===== config.mk =====
export PLATFORM = sky130hd
export DESIGN_NAME = rtc_irq_gen
export DESIGN_NICKNAME = d
export VERILOG_FILES = /design/src/rtl/rtc_irq_gen.sv
export SDC_FILE = /design/constraint.sdc
export NUM_CORES = 1
export LEC_CHECK = 0
export BUFFER_PORTS_ARGS = -buffer_cell sky130_fd_sc_hd__buf_2
export CORE_MARGIN = 2
export CORE_UTILIZATION = 46
export CTS_BUF_LIST = sky130_fd_sc_hd__clkbuf_4 sky130_fd_sc_hd__clkbuf_8 sky130_fd_sc_hd__clkbuf_16
export CTS_CLUSTER_SIZE = 25
export DETAILED_ROUTE_END_ITERATION = 6
export PLACE_DENSITY = 0.87
export SLEW_MARGIN = 0
export SYNTH_ARGS = -nofsm -noshare
export SYNTH_HDL_FRONTEND = slang
export SYNTH_SLANG_ARGS = --single-unit

===== constraint.sdc =====
create_clock -name clk -period 2.95 [get_ports clk]
set_input_delay 0.4425 -clock clk [delete_from_list [all_inputs] [get_ports clk]]
set_output_delay 0.4425 -clock clk [all_outputs]
set_load 0.01 [all_outputs]

===== src/rtl/rtc_irq_gen.sv =====
module rtc_irq_gen #(
  parameter int DIV_W  = 16,
  parameter int RATE_W = 4
) (
  input  logic       clk,
  input  logic       rst_n,
  input  logic       tick_en,
  input  logic       upd_pulse,
  input  logic [7:0] cur_sec,
  input  logic [7:0] cur_min,
  input  logic [7:0] cur_hour,
  input  logic [7:0] alm_sec,
  input  logic [7:0] alm_min,
  input  logic [7:0] alm_hour,
  input  logic       a_wr,
  input  logic       b_wr,
  input  logic [7:0] wdata,
  input  logic       c_rd,
  output logic [7:0] reg_a,
  output logic [7:0] reg_b,
  output logic [7:0] reg_c,
  output logic [7:0] reg_d,
  output logic       irq
);
  localparam logic [7:0] A_RST = 8'h26;
  localparam logic [7:0] B_RST = 8'h02;

  logic [6:0]       a_q;
  logic [7:0]       b_q;
  logic [DIV_W-1:0] div_q;
  logic [DIV_W-1:0] limit;
  logic             flag_p, flag_a, flag_u;
  logic             per_hit, alm_hit;
  logic             set_p, set_a, set_u;

  wire [RATE_W-1:0] rate = a_q[RATE_W-1:0];

  assign limit   = ({{(DIV_W-1){1'b0}}, 1'b1} << rate) - 1'b1;
  assign per_hit = tick_en && (rate != '0) && (div_q == limit);
  assign alm_hit = (cur_sec == alm_sec) && (cur_min == alm_min) && (cur_hour == alm_hour);

  assign set_p = per_hit && b_q[6];
  assign set_a = upd_pulse && alm_hit && b_q[5];
  assign set_u = upd_pulse && b_q[4];

  always_ff @(posedge clk or negedge rst_n) begin
    if (!rst_n) begin
      a_q <= A_RST[6:0];
      b_q <= B_RST;
    end else begin
      if (a_wr) a_q <= wdata[6:0];
      if (b_wr) b_q <= wdata;
    end
  end

  always_ff @(posedge clk or negedge rst_n) begin
    if (!rst_n)                  div_q <= '0;
    else if (a_wr)               div_q <= '0;
    else if (tick_en && rate != '0) div_q <= per_hit ? '0 : div_q + 1'b1;
  end

  always_ff @(posedge clk or negedge rst_n) begin
    if (!rst_n) begin
      flag_p <= 1'b0;
      flag_a <= 1'b0;
      flag_u <= 1'b0;
    end else begin
      flag_p <= set_p || (flag_p && !c_rd);
      flag_a <= set_a || (flag_a && !c_rd);
      flag_u <= set_u || (flag_u && !c_rd);
    end
  end

  assign irq   = flag_p | flag_a | flag_u;
  assign reg_a = {1'b0, a_q};
  assign reg_b = b_q;
  assign reg_c = {irq, flag_p, flag_a, flag_u, 4'b0000};
  assign reg_d = 8'h80;

  AST_READ_CLEARS: assert property (@(posedge clk) disable iff (!rst_n)
    (c_rd && !upd_pulse && !tick_en) |=> !irq);
  AST_NO_PER_AT_RATE0: assert property (@(posedge clk) disable iff (!rst_n)
    (rate == '0 && !a_wr) |=> !$rose(flag_p));
  AST_PER_NEEDS_EN: assert property (@(posedge clk) disable iff (!rst_n)
    $rose(flag_p) |-> $past(b_q[6] && tick_en));
  AST_ALM_NEEDS_MATCH: assert property (@(posedge clk) disable iff (!rst_n)
    $rose(flag_a) |-> $past(upd_pulse && b_q[5] && cur_sec == alm_sec
                            && cur_min == alm_min && cur_hour == alm_hour));
  AST_UPD_NEEDS_PULSE: assert property (@(posedge clk) disable iff (!rst_n)
    $rose(flag_u) |-> $past(upd_pulse && b_q[4]));
  AST_UIP_LOW: assert property (@(posedge clk) disable iff (!rst_n)
    !reg_a[7]);
endmodule


==> out/results.tsv, run 1 <==
stage	metric	value	unit
setup_path	CP Data Arrival Time	3.01	ns
timing	number of pins exceeding their max-slew limit in the final report	0	
setup_path	number of cells traversed by the worst register-to-register path	9	
logic_synthesis	most common cell in the synthesized netlist	sky130_fd_sc_hd__nand2_1	
floorplanning	effective utilization at floorplan	48.1	%
global_route	initial antenna violation count	0	
timing	worst slew slack as a fraction of its limit	48.1	%
clock_network	register clock-pin slew on the reported worst setup and hold paths	0.08	ns
clock_network	Worst-Skew Late Latency	0.29	ns
floorplanning	floorplan die height	80.1	um
logic_synthesis	main area contributors after synthesis	sky130_fd_sc_hd__dfrtp_1 (28%), sky130_fd_sc_hd__xnor2_1 (6.6%), sky130_fd_sc_hd__mux2_2 (5.9%)	
timing	unrepaired setup endpoints after global routing	no	
logic_synthesis	share of synthesized cell area in full adder, half adder and majority cells	1.31	%
routing	total number of vias	2635	
logic_synthesis	multiplexer share of the synthesized area	5.91	%
setup_path	r2r setup slk	0.13	ns
routing	initial detailed-routing violation count	291	
placed_design	final weighted congestion of routability-driven global placement	0.922	
logic_synthesis	post-synthesis compound-gate area fraction	13.2	%
setup_path	capture instance of the worst register-to-register path	div_q[4]$_DFFE_PN0P_	
floorplanning	horizontal die dimension	80.1	um
floorplanning	total die area	6420	sq um
clock_network	Max Root-Sink Buffers	2	
layout	FF+latch area	857	sq um
logic_synthesis	fraction of synthesized cell area taken by the top area cell type	28.2	%
logic_synthesis	largest family of logic cells by synthesized area	simple AND/OR/NAND/NOR gates	
power_and_ir_drop	static leakage	1.40	nW
layout	number of diodes added for antenna fixing	0	
routing	Post-Route M1 WL	2900	um
routing	routed wl met3	471	um
logic_synthesis	share of async-settable or async-resettable flops after synthesis	100	%
layout	count of fill cells added during filler insertion	478	
logic_synthesis	area fraction in and, or, nand and nor cells after synthesis	26.7	%
routing	number of nets with antenna violations after routing	0	
logic_synthesis	Mapped Avg Cell Area	8.55	sq um
hold_path	class of the tightest hold or removal check	in2async	
logic_synthesis	synthesis warning total	0	
logic_synthesis	Yosys reg bits	34	
layout	Layout Area Growth over Synthesis	21.9	%
routing	mean number of vias per cell	5.82	
timing	total negative slack	0	ns
timing	fraction of the cycle the final worst path needs	95.6	%
floorplanning	count of standard-cell rows	27	
logic_synthesis	Post-Syn Area	2670	sq um
clock_network	Sinks on Clock Net	34	
routing	wire length per cell	16.0	um
global_route	vias in the first global route	2524	
setup_path	Critical R2R Launch	a_q[0]$_DFFE_PN0P_	
timing	transition time at the pin with the least slew margin	0.778	ns
setup_path	kind of end point of the critical path	register	
timing	max frequency	354	MHz
logic_synthesis	post-synthesis cell count	312	
setup_path	required time at the endpoint of the critical path	3.14	ns
logic_synthesis	top_reg_cell synth	sky130_fd_sc_hd__dfrtp_1	
logic_synthesis	Post-synth top cells	sky130_fd_sc_hd__nand2_1 (35), sky130_fd_sc_hd__dfrtp_1 (30), sky130_fd_sc_hd__xnor2_1 (20)	
floorplanning	Core Footprint	5540	sq um
setup_path	highest net fanout along the worst path	7	
routing	number of iterations in the first detailed-routing pass	5	
logic_synthesis	cell taking the most area after synthesis	sky130_fd_sc_hd__dfrtp_1	
global_route	Total Routing Usage GR	22.6	%
global_route	global-route wire length before repair	11500	um
timing	setup violation total in the final timing report	0	
layout	footprint of the multi-input gates	1640	sq um
job	maxcap violations	0	
layout	nets@finish	445	
power_and_ir_drop	Worst IR Drop VDD	0.000263	V
clock_network	CTS tree	done	
status	result of the run	finished, final reports clean	
global_route	largest net degree at the start of global routing	35	
setup_path	Startpoint Class	register	
clock_network	number of clock buffers inserted by TritonCTS	5	
placed_design	detailed placer's ending HPWL	5170	um
routing	WL met2	3670	um
routing	DRT Wirelength	7230	um
logic_synthesis	number of unique standard cell types used by synthesis	58	
floorplanning	number of placed I/O pins	96	
setup_path	critical path start-end classification	reg2reg	
layout	final std cell area, no fill	3250	sq um
logic_synthesis	EDFF count, synth	0	
layout	ratio of cells with drive above 1 in the final layout	36.2	%
logic_synthesis	fraction of synthesized cell area in xor and xnor cells	10.2	%
logic_synthesis	share of synthesized area occupied by flip-flops and latches	32.1	%
clock_network	root buffer selected by CTS	sky130_fd_sc_hd__clkbuf_8	
routing	highest layer used for signal routing	met4	
power_and_ir_drop	power density cells	434	nW/um^2
placed_design	cell area after placement	3030	sq um
timing	count of endpoints failing hold in the final timing report	0	
global_route	overflow left after global routing	0	
timing	largest clock skew in the final design	0.00654	ns
routing	Remaining DRCs	0	
placed_design	Port Buf Inserts	82	
clock_network	CTS H-tree depth	2	
timing	final critical path time including I/O delays and setup	2.82	ns
==> per-stage QoR <==
| step | util, % | hold slack [ns] | setup WS (ns) | power [mW] | instances |
|---|---|---|---|---|---|
| finish | 58.7 | 0.218 | 0.129 | 1.41 | 453 |
| floorplan | - | 0.147 | 0.0124 | 0.749 | 323 |
| global route | 58.7 | 0.274 | 0.0507 | 1.46 | 453 |
| detailed placement | 54.7 | 0.492 | -0.0486 | 0.857 | 443 |
| CTS | 57.7 | 0.241 | 0.0155 | 1.39 | 452 |
| global placement | 54.7 | 0.488 | 0.0884 | 0.844 | 443 |
==> per-layer routing <==
| metal | up-vias | GRT usage, % |
|---|---|---|
| met3 | 26 | 3.03 |
| met4 | 0 | 11.5 |
| met2 | 141 | 38.5 |
| li1 | 1223 | - |
| met1 | 1245 | 27.9 |
| met5 | - | 0 |
==> cell families (layout without fill, tap and decap cells) <==
family,after synthesis,in the layout
AOI/OAI and AO/OA,52,52
xor gates and xnor gates,31,31
adders and majority gates,3,3
buffers and inverters,51,109
DFF,34,34
muxes,14,14
other,2,13
and+or+nand+nor,125,125
==> placed cells by master, fill, tap and decap left out, types with 9 or more instances in the layout <==
| master | count |
|---|---|
| sky130_fd_sc_hd__nor4_1 | 10 |
| sky130_fd_sc_hd__mux2_2 | 14 |
| sky130_fd_sc_hd__a21oi_1 | 9 |
| sky130_fd_sc_hd__o21ai_0 | 10 |
| sky130_fd_sc_hd__xor2_1 | 11 |
| sky130_fd_sc_hd__buf_2 | 83 |
| sky130_fd_sc_hd__nand4_1 | 11 |
| sky130_fd_sc_hd__xnor2_1 | 20 |
| sky130_fd_sc_hd__dfrtp_1 | 29 |
| sky130_fd_sc_hd__nand3_1 | 17 |
| sky130_fd_sc_hd__nand2_1 | 35 |
| sky130_fd_sc_hd__conb_1 | 13 |
| sky130_fd_sc_hd__inv_1 | 10 |
==> report_power, final <==
part	internal, mW	switching (mW)	total, mW
Combinational	0.155	0.193	0.348
Sequential	0.496	0.0232	0.519
Clock	0.361	0.182	0.543
Total	1.01	0.398	1.41
==> how the worst max path moves through the flow <==
stage | from | endpoint | slack [ns] | cells after the start
6_report | a_q[0]$_DFFE_PN0P_ | div_q[4]$_DFFE_PN0P_ | 0.13 | 9
5_1_grt | a_q[0]$_DFFE_PN0P_ | div_q[4]$_DFFE_PN0P_ | 0.05 | 9
3_5_place_dp | a_q[3]$_DFFE_PN0P_ | div_q[7]$_DFFE_PN0P_ | -0.05 | 9
3_3_place_gp | a_q[3]$_DFFE_PN0P_ | div_q[7]$_DFFE_PN0P_ | 0.09 | 9
4_1_cts | a_q[3]$_DFFE_PN0P_ | div_q[7]$_DFFE_PN0P_ | 0.02 | 10
2_1_floorplan | a_q[2]$_DFFE_PN1P_ | div_q[4]$_DFFE_PN0P_ | 0.01 | 12
==> cell type report <==
type                    instances  share of cell area (%)
clock inverters                 2                    1.85
flip-flops and latches         34                    26.4
multi-input cells             238                    50.3
inverters                      10                    1.15
well taps                      72                    2.77
clock buffers                   6                    2.54
repair buffers                 91                    15.0
==> flip-flops by register name (all words and copies together) (netlist names) <==
name	cells
a_q	7
div_q	16
flag_a	1
flag_p	1
flag_u	1
reg_b	8
==> worst max-delay path, cell delays in order (launching register included) <==
cell	delay, ns
sky130_fd_sc_hd__dfrtp_1	0.42
sky130_fd_sc_hd__or4_1	0.60
sky130_fd_sc_hd__ha_4	0.23
sky130_fd_sc_hd__and2_1	0.20
sky130_fd_sc_hd__o211ai_1	0.23
sky130_fd_sc_hd__a211oi_2	0.14
sky130_fd_sc_hd__nor4_2	0.34
sky130_fd_sc_hd__nand3_2	0.22
sky130_fd_sc_hd__a31oi_1	0.25
sky130_fd_sc_hd__o21ai_1	0.08
==> repair_timing <==
action                                  CTS  global route
resized for setup                         0            10
pin swaps                                 1             6
setup buffers                             1             1
hold buffers                              0             0
endpoints found under the setup margin    8            14
Power figures use the tool's default switching activity.
==> run 2: changes to the inputs <==
--- a/config.mk
+++ b/config.mk
@@ -7,11 +7,11 @@
 export LEC_CHECK = 0
 export BUFFER_PORTS_ARGS = -buffer_cell sky130_fd_sc_hd__buf_2
 export CORE_MARGIN = 2
-export CORE_UTILIZATION = 46
+export CORE_UTILIZATION = 50
 export CTS_BUF_LIST = sky130_fd_sc_hd__clkbuf_4 sky130_fd_sc_hd__clkbuf_8 sky130_fd_sc_hd__clkbuf_16
 export CTS_CLUSTER_SIZE = 25
 export DETAILED_ROUTE_END_ITERATION = 6
-export PLACE_DENSITY = 0.87
+export PLACE_DENSITY = 0.89
 export SLEW_MARGIN = 0
 export SYNTH_ARGS = -nofsm -noshare
 export SYNTH_HDL_FRONTEND = slang
==> constraint.sdc (replaced) <==
create_clock -name clk -period 2.86 [get_ports clk]
set_input_delay 0.429 -clock clk [delete_from_list [all_inputs] [get_ports clk]]
set_output_delay 0.429 -clock clk [all_outputs]
set_load 0.01 [all_outputs]
==> run 2 against run 1 <==
Maximum frequency is 4.5% higher. Total power is 5.0% lower. Clock skew is 0.0029 ns higher. Via count is 2.0% lower. Core utilization is 3.5 points higher. Sequential share of layout area is 0.44 points higher. Combinational power hardly changed. Non-clock buffer count is 1 higher. Worst setup slack better by 0.031 ns. Global-route usage is 1.3 points higher. Critical path depth is 1 higher. Cell count is 0.22% lower. Critical path type unchanged. Critical endpoint is now div_q[1]$_DFFE_PN0P_.
==> out/results.tsv, run 2 (synthesis gave the netlist of run 1 again) <==
stage	metric	value	unit	change
routing	total number of vias	2581		was 2635
power_and_ir_drop	switching part of the total power	30.6	%	was 28.2%
placed_design	cell total after placement	441		was 443
layout	most common cell after layout, fill and taps aside	sky130_fd_sc_hd__buf_2		unchanged
routing	wire length per cell	15.6	um	was 16.0 um
layout	footprint of the multi-input gates	1610	sq um	was 1640 sq um
routing	number of iterations in the first detailed-routing pass	4		was 5
global_route	overflow left after global routing	0		unchanged
clock_network	Max Root-Sink Buffers	2		unchanged
floorplanning	effective utilization at floorplan	51.9	%	was 48.1%
setup_path	CP delay by family, top	simple AND/OR/NAND/NOR gates		unchanged
global_route	largest net degree at the start of global routing	35		unchanged
floorplanning	count of standard-cell rows	26		was 27
clock_network	number of clock buffers inserted by TritonCTS	5		unchanged
layout	ratio of cells with drive above 1 in the final layout	35.3	%	was 36.2%
setup_path	critical path start-end classification	reg2reg		unchanged
timing	final critical path time including I/O delays and setup	2.70	ns	was 2.82 ns
floorplanning	total die area	5930	sq um	was 6420 sq um
routing	number of nets with antenna violations after routing	0		unchanged
layout	count of fill cells added during filler insertion	402		was 478
setup_path	required time at the endpoint of the critical path	3.08	ns	was 3.14 ns
setup_path	CP Data Arrival Time	2.92	ns	was 3.01 ns
setup_path	number of cells traversed by the worst register-to-register path	10		was 9
timing	largest clock skew in the final design	0.00944	ns	was 0.00654 ns
layout	FF+latch area	856	sq um	was 857 sq um
floorplanning	Core Footprint	5140	sq um	was 5540 sq um
floorplanning	floorplan die height	77.0	um	was 80.1 um
layout	largest register by flop count	div_q		unchanged
placed_design	final weighted congestion of routability-driven global placement	0.923		was 0.922
global_route	vias in the first global route	2551		was 2524
setup_path	highest net fanout along the worst path	12		was 7
clock_network	CTS tree	done		unchanged
power_and_ir_drop	Worst IR Drop VDD	0.000252	V	was 0.000263 V
layout	number of standard cells in the layout, taps in and fillers out	452		was 453
clock_network	CTS hold repair buffers	0		unchanged
timing	worst slew slack as a fraction of its limit	49.4	%	was 48.1%
timing	transition time at the pin with the least slew margin	0.759	ns	was 0.778 ns
setup_path	Startpoint Class	register		unchanged
timing	number of pins exceeding their max-slew limit in the final report	0		unchanged
setup_path	Crit. path cell count	10		was 9
layout	nets@finish	446		was 445
timing	fraction of the cycle the final worst path needs	94.4	%	was 95.6%
setup_path	slowest CP cell	sky130_fd_sc_hd__or4b_4		was sky130_fd_sc_hd__or4_1
layout	leading cell types in the layout, fill and taps excluded	sky130_fd_sc_hd__buf_2 (82), sky130_fd_sc_hd__nand2_1 (35), sky130_fd_sc_hd__dfrtp_1 (30)		was sky130_fd_sc_hd__buf_2 (83), sky130_fd_sc_hd__nand2_1 (35), sky130_fd_sc_hd__dfrtp_1 (29)
clock_network	Worst-Skew Late Latency	0.29	ns	about the same
timing	total negative slack	0	ns	unchanged
global_route	Total Routing Usage GR	23.9	%	was 22.6%
global_route	initial antenna violation count	0		unchanged
power_and_ir_drop	portion of total power attributed to sequential cells	40.0	%	was 36.8%
hold_path	class of the tightest hold or removal check	in2async		unchanged
setup_path	kind of end point of the critical path	register		unchanged
timing	Worst Hold Slack	0.202	ns	was 0.218 ns
power_and_ir_drop	Clock Power Share	33.8	%	was 38.5%
clock_network	Sinks on Clock Net	34		unchanged
routing	DRT Wirelength	7040	um	was 7230 um
layout	max reg flops	16		unchanged
power_and_ir_drop	NetSw	0.410	mW	was 0.398 mW
power_and_ir_drop	power density cells	419	nW/um^2	was 434 nW/um^2
routing	Remaining DRCs	0		unchanged
floorplanning	horizontal die dimension	77.0	um	was 80.1 um
timing	unrepaired setup endpoints after global routing	no		unchanged
power_and_ir_drop	Gate power share	26.2	%	was 24.7%
timing	max frequency	370	MHz	was 354 MHz
placed_design	Port Buf Inserts	82		unchanged
status	result of the run	finished, final reports clean		unchanged
layout	Layout Area Growth over Synthesis	19.8	%	was 21.9%
clock_network	root buffer selected by CTS	sky130_fd_sc_hd__clkbuf_8		unchanged
placed_design	detailed placer's ending HPWL	5120	um	was 5170 um
setup_path	Critical Path, Cell by Cell	or4b_4, ha_4, xnor2_1, nor3b_1, o32ai_1, nor3_2, nand4_4, buf_4, nand3_1, a21oi_1		was or4_1, ha_4, and2_1, o211ai_1, a211oi_2, nor4_2, nand3_2, a31oi_1, o21ai_1
timing	setup violation total in the final timing report	0		unchanged
floorplanning	number of placed I/O pins	96		unchanged
routing	mean number of vias per cell	5.71		was 5.82
clock_network	CTS H-tree depth	2		unchanged
clock_network	register clock-pin slew on the reported worst setup and hold paths	0.08	ns	about the same
setup_path	buffers and inverters on the worst path	1		was 0
power_and_ir_drop	static leakage	1.38	nW	was 1.40 nW
setup_path	maximum cell stage delay along the critical path	0.54	ns	was 0.60 ns
layout	number of diodes added for antenna fixing	0		unchanged
job	maxcap violations	0		unchanged
power_and_ir_drop	design internal power	0.929	mW	was 1.01 mW
timing	count of endpoints failing hold in the final timing report	0		unchanged
routing	initial detailed-routing violation count	328		was 291
global_route	global-route wire length before repair	11600	um	was 11500 um
run 2: changes by cell type in the layout (fill, tap and decap cells not counted), moves of 2 or more:
cell                         change
sky130_fd_sc_hd__clkinvlp_4      +2
sky130_fd_sc_hd__nor3b_1         +2
sky130_fd_sc_hd__buf_4           +3
sky130_fd_sc_hd__nor3b_2         -2
run 2: what timing repair did:
| item | in CTS | in global routing |
|---|---|---|
| setup endpoints to repair | 1 | 14 |
| endpoints found under the hold margin | 0 | 0 |
| buffers inserted | 0 | 3 |
| pin swaps | 1 | 5 |
| resized for setup | 0 | 3 |
run 2: area by class of cell:
type,count,share of cell area (%)
inverters,10,1.18
clock inverters,3,1.41
well taps,70,2.74
repair buffers,92,15.2
flip-flops and latches,34,26.8
clock buffers,5,2.16
multi-input cells,238,50.5
run 2: worst register-to-register path, cell delays in order, from the launching register on:
cell	delay, ns
sky130_fd_sc_hd__dfrtp_1	0.42
sky130_fd_sc_hd__or4b_4	0.54
sky130_fd_sc_hd__ha_4	0.22
sky130_fd_sc_hd__xnor2_1	0.14
sky130_fd_sc_hd__nor3b_1	0.14
sky130_fd_sc_hd__o32ai_1	0.50
sky130_fd_sc_hd__nor3_2	0.11
sky130_fd_sc_hd__nand4_4	0.16
sky130_fd_sc_hd__buf_4	0.17
sky130_fd_sc_hd__nand3_1	0.08
sky130_fd_sc_hd__a21oi_1	0.15
run 2: per-stage QoR:
step / setup slack [ns] / cell area [sq um] / total power [mW] / utilization [%]
after floorplan: 0.0810 / 2740 / 0.777 / -
after global placement: 0.0960 / 3040 / 0.872 / 59.2
after detailed placement: 0.0206 / 3040 / 0.888 / 59.2
after CTS: 0.00149 / 3160 / 1.34 / 61.4
after global routing: 0.0262 / 3190 / 1.40 / 62.1
final: 0.160 / 3190 / 1.34 / 62.1
run 2: worst paths after layout:
path                       slack (ns)               endpoint                 start
max                              0.16   div_q[1]$_DFFE_PN0P_    a_q[3]$_DFFE_PN0P_
min                              0.20  div_q[14]$_DFFE_PN0P_                 rst_n
max reg2reg                      0.16   div_q[1]$_DFFE_PN0P_    a_q[3]$_DFFE_PN0P_
min reg2reg                      0.51   reg_b[0]$_DFFE_PN0P_  reg_b[0]$_DFFE_PN0P_
max in group asynchronous        2.17       flag_u$_DFF_PN0_                 rst_n
min in group clk                 0.36       flag_p$_DFF_PN0_                  c_rd
run 2: power by group through the flow:
stage / combinational, mW / clock, mW / sequential (mW)
finish: 0.351 / 0.452 / 0.536
floorplan: 0.228 / 0 / 0.549
global placement: 0.331 / 0 / 0.541
detailed placement: 0.344 / 0 / 0.544
global route: 0.383 / 0.477 / 0.539
CTS: 0.347 / 0.458 / 0.535
run 2: routing by layer:
layer	GRT usage (%)	vias up	wire length, um
met1	30.1	1221	2860
met4	11.6	0	225
met5	0	-	0
met2	39.9	117	3520
met3	3.88	24	441
li1	-	1219	-
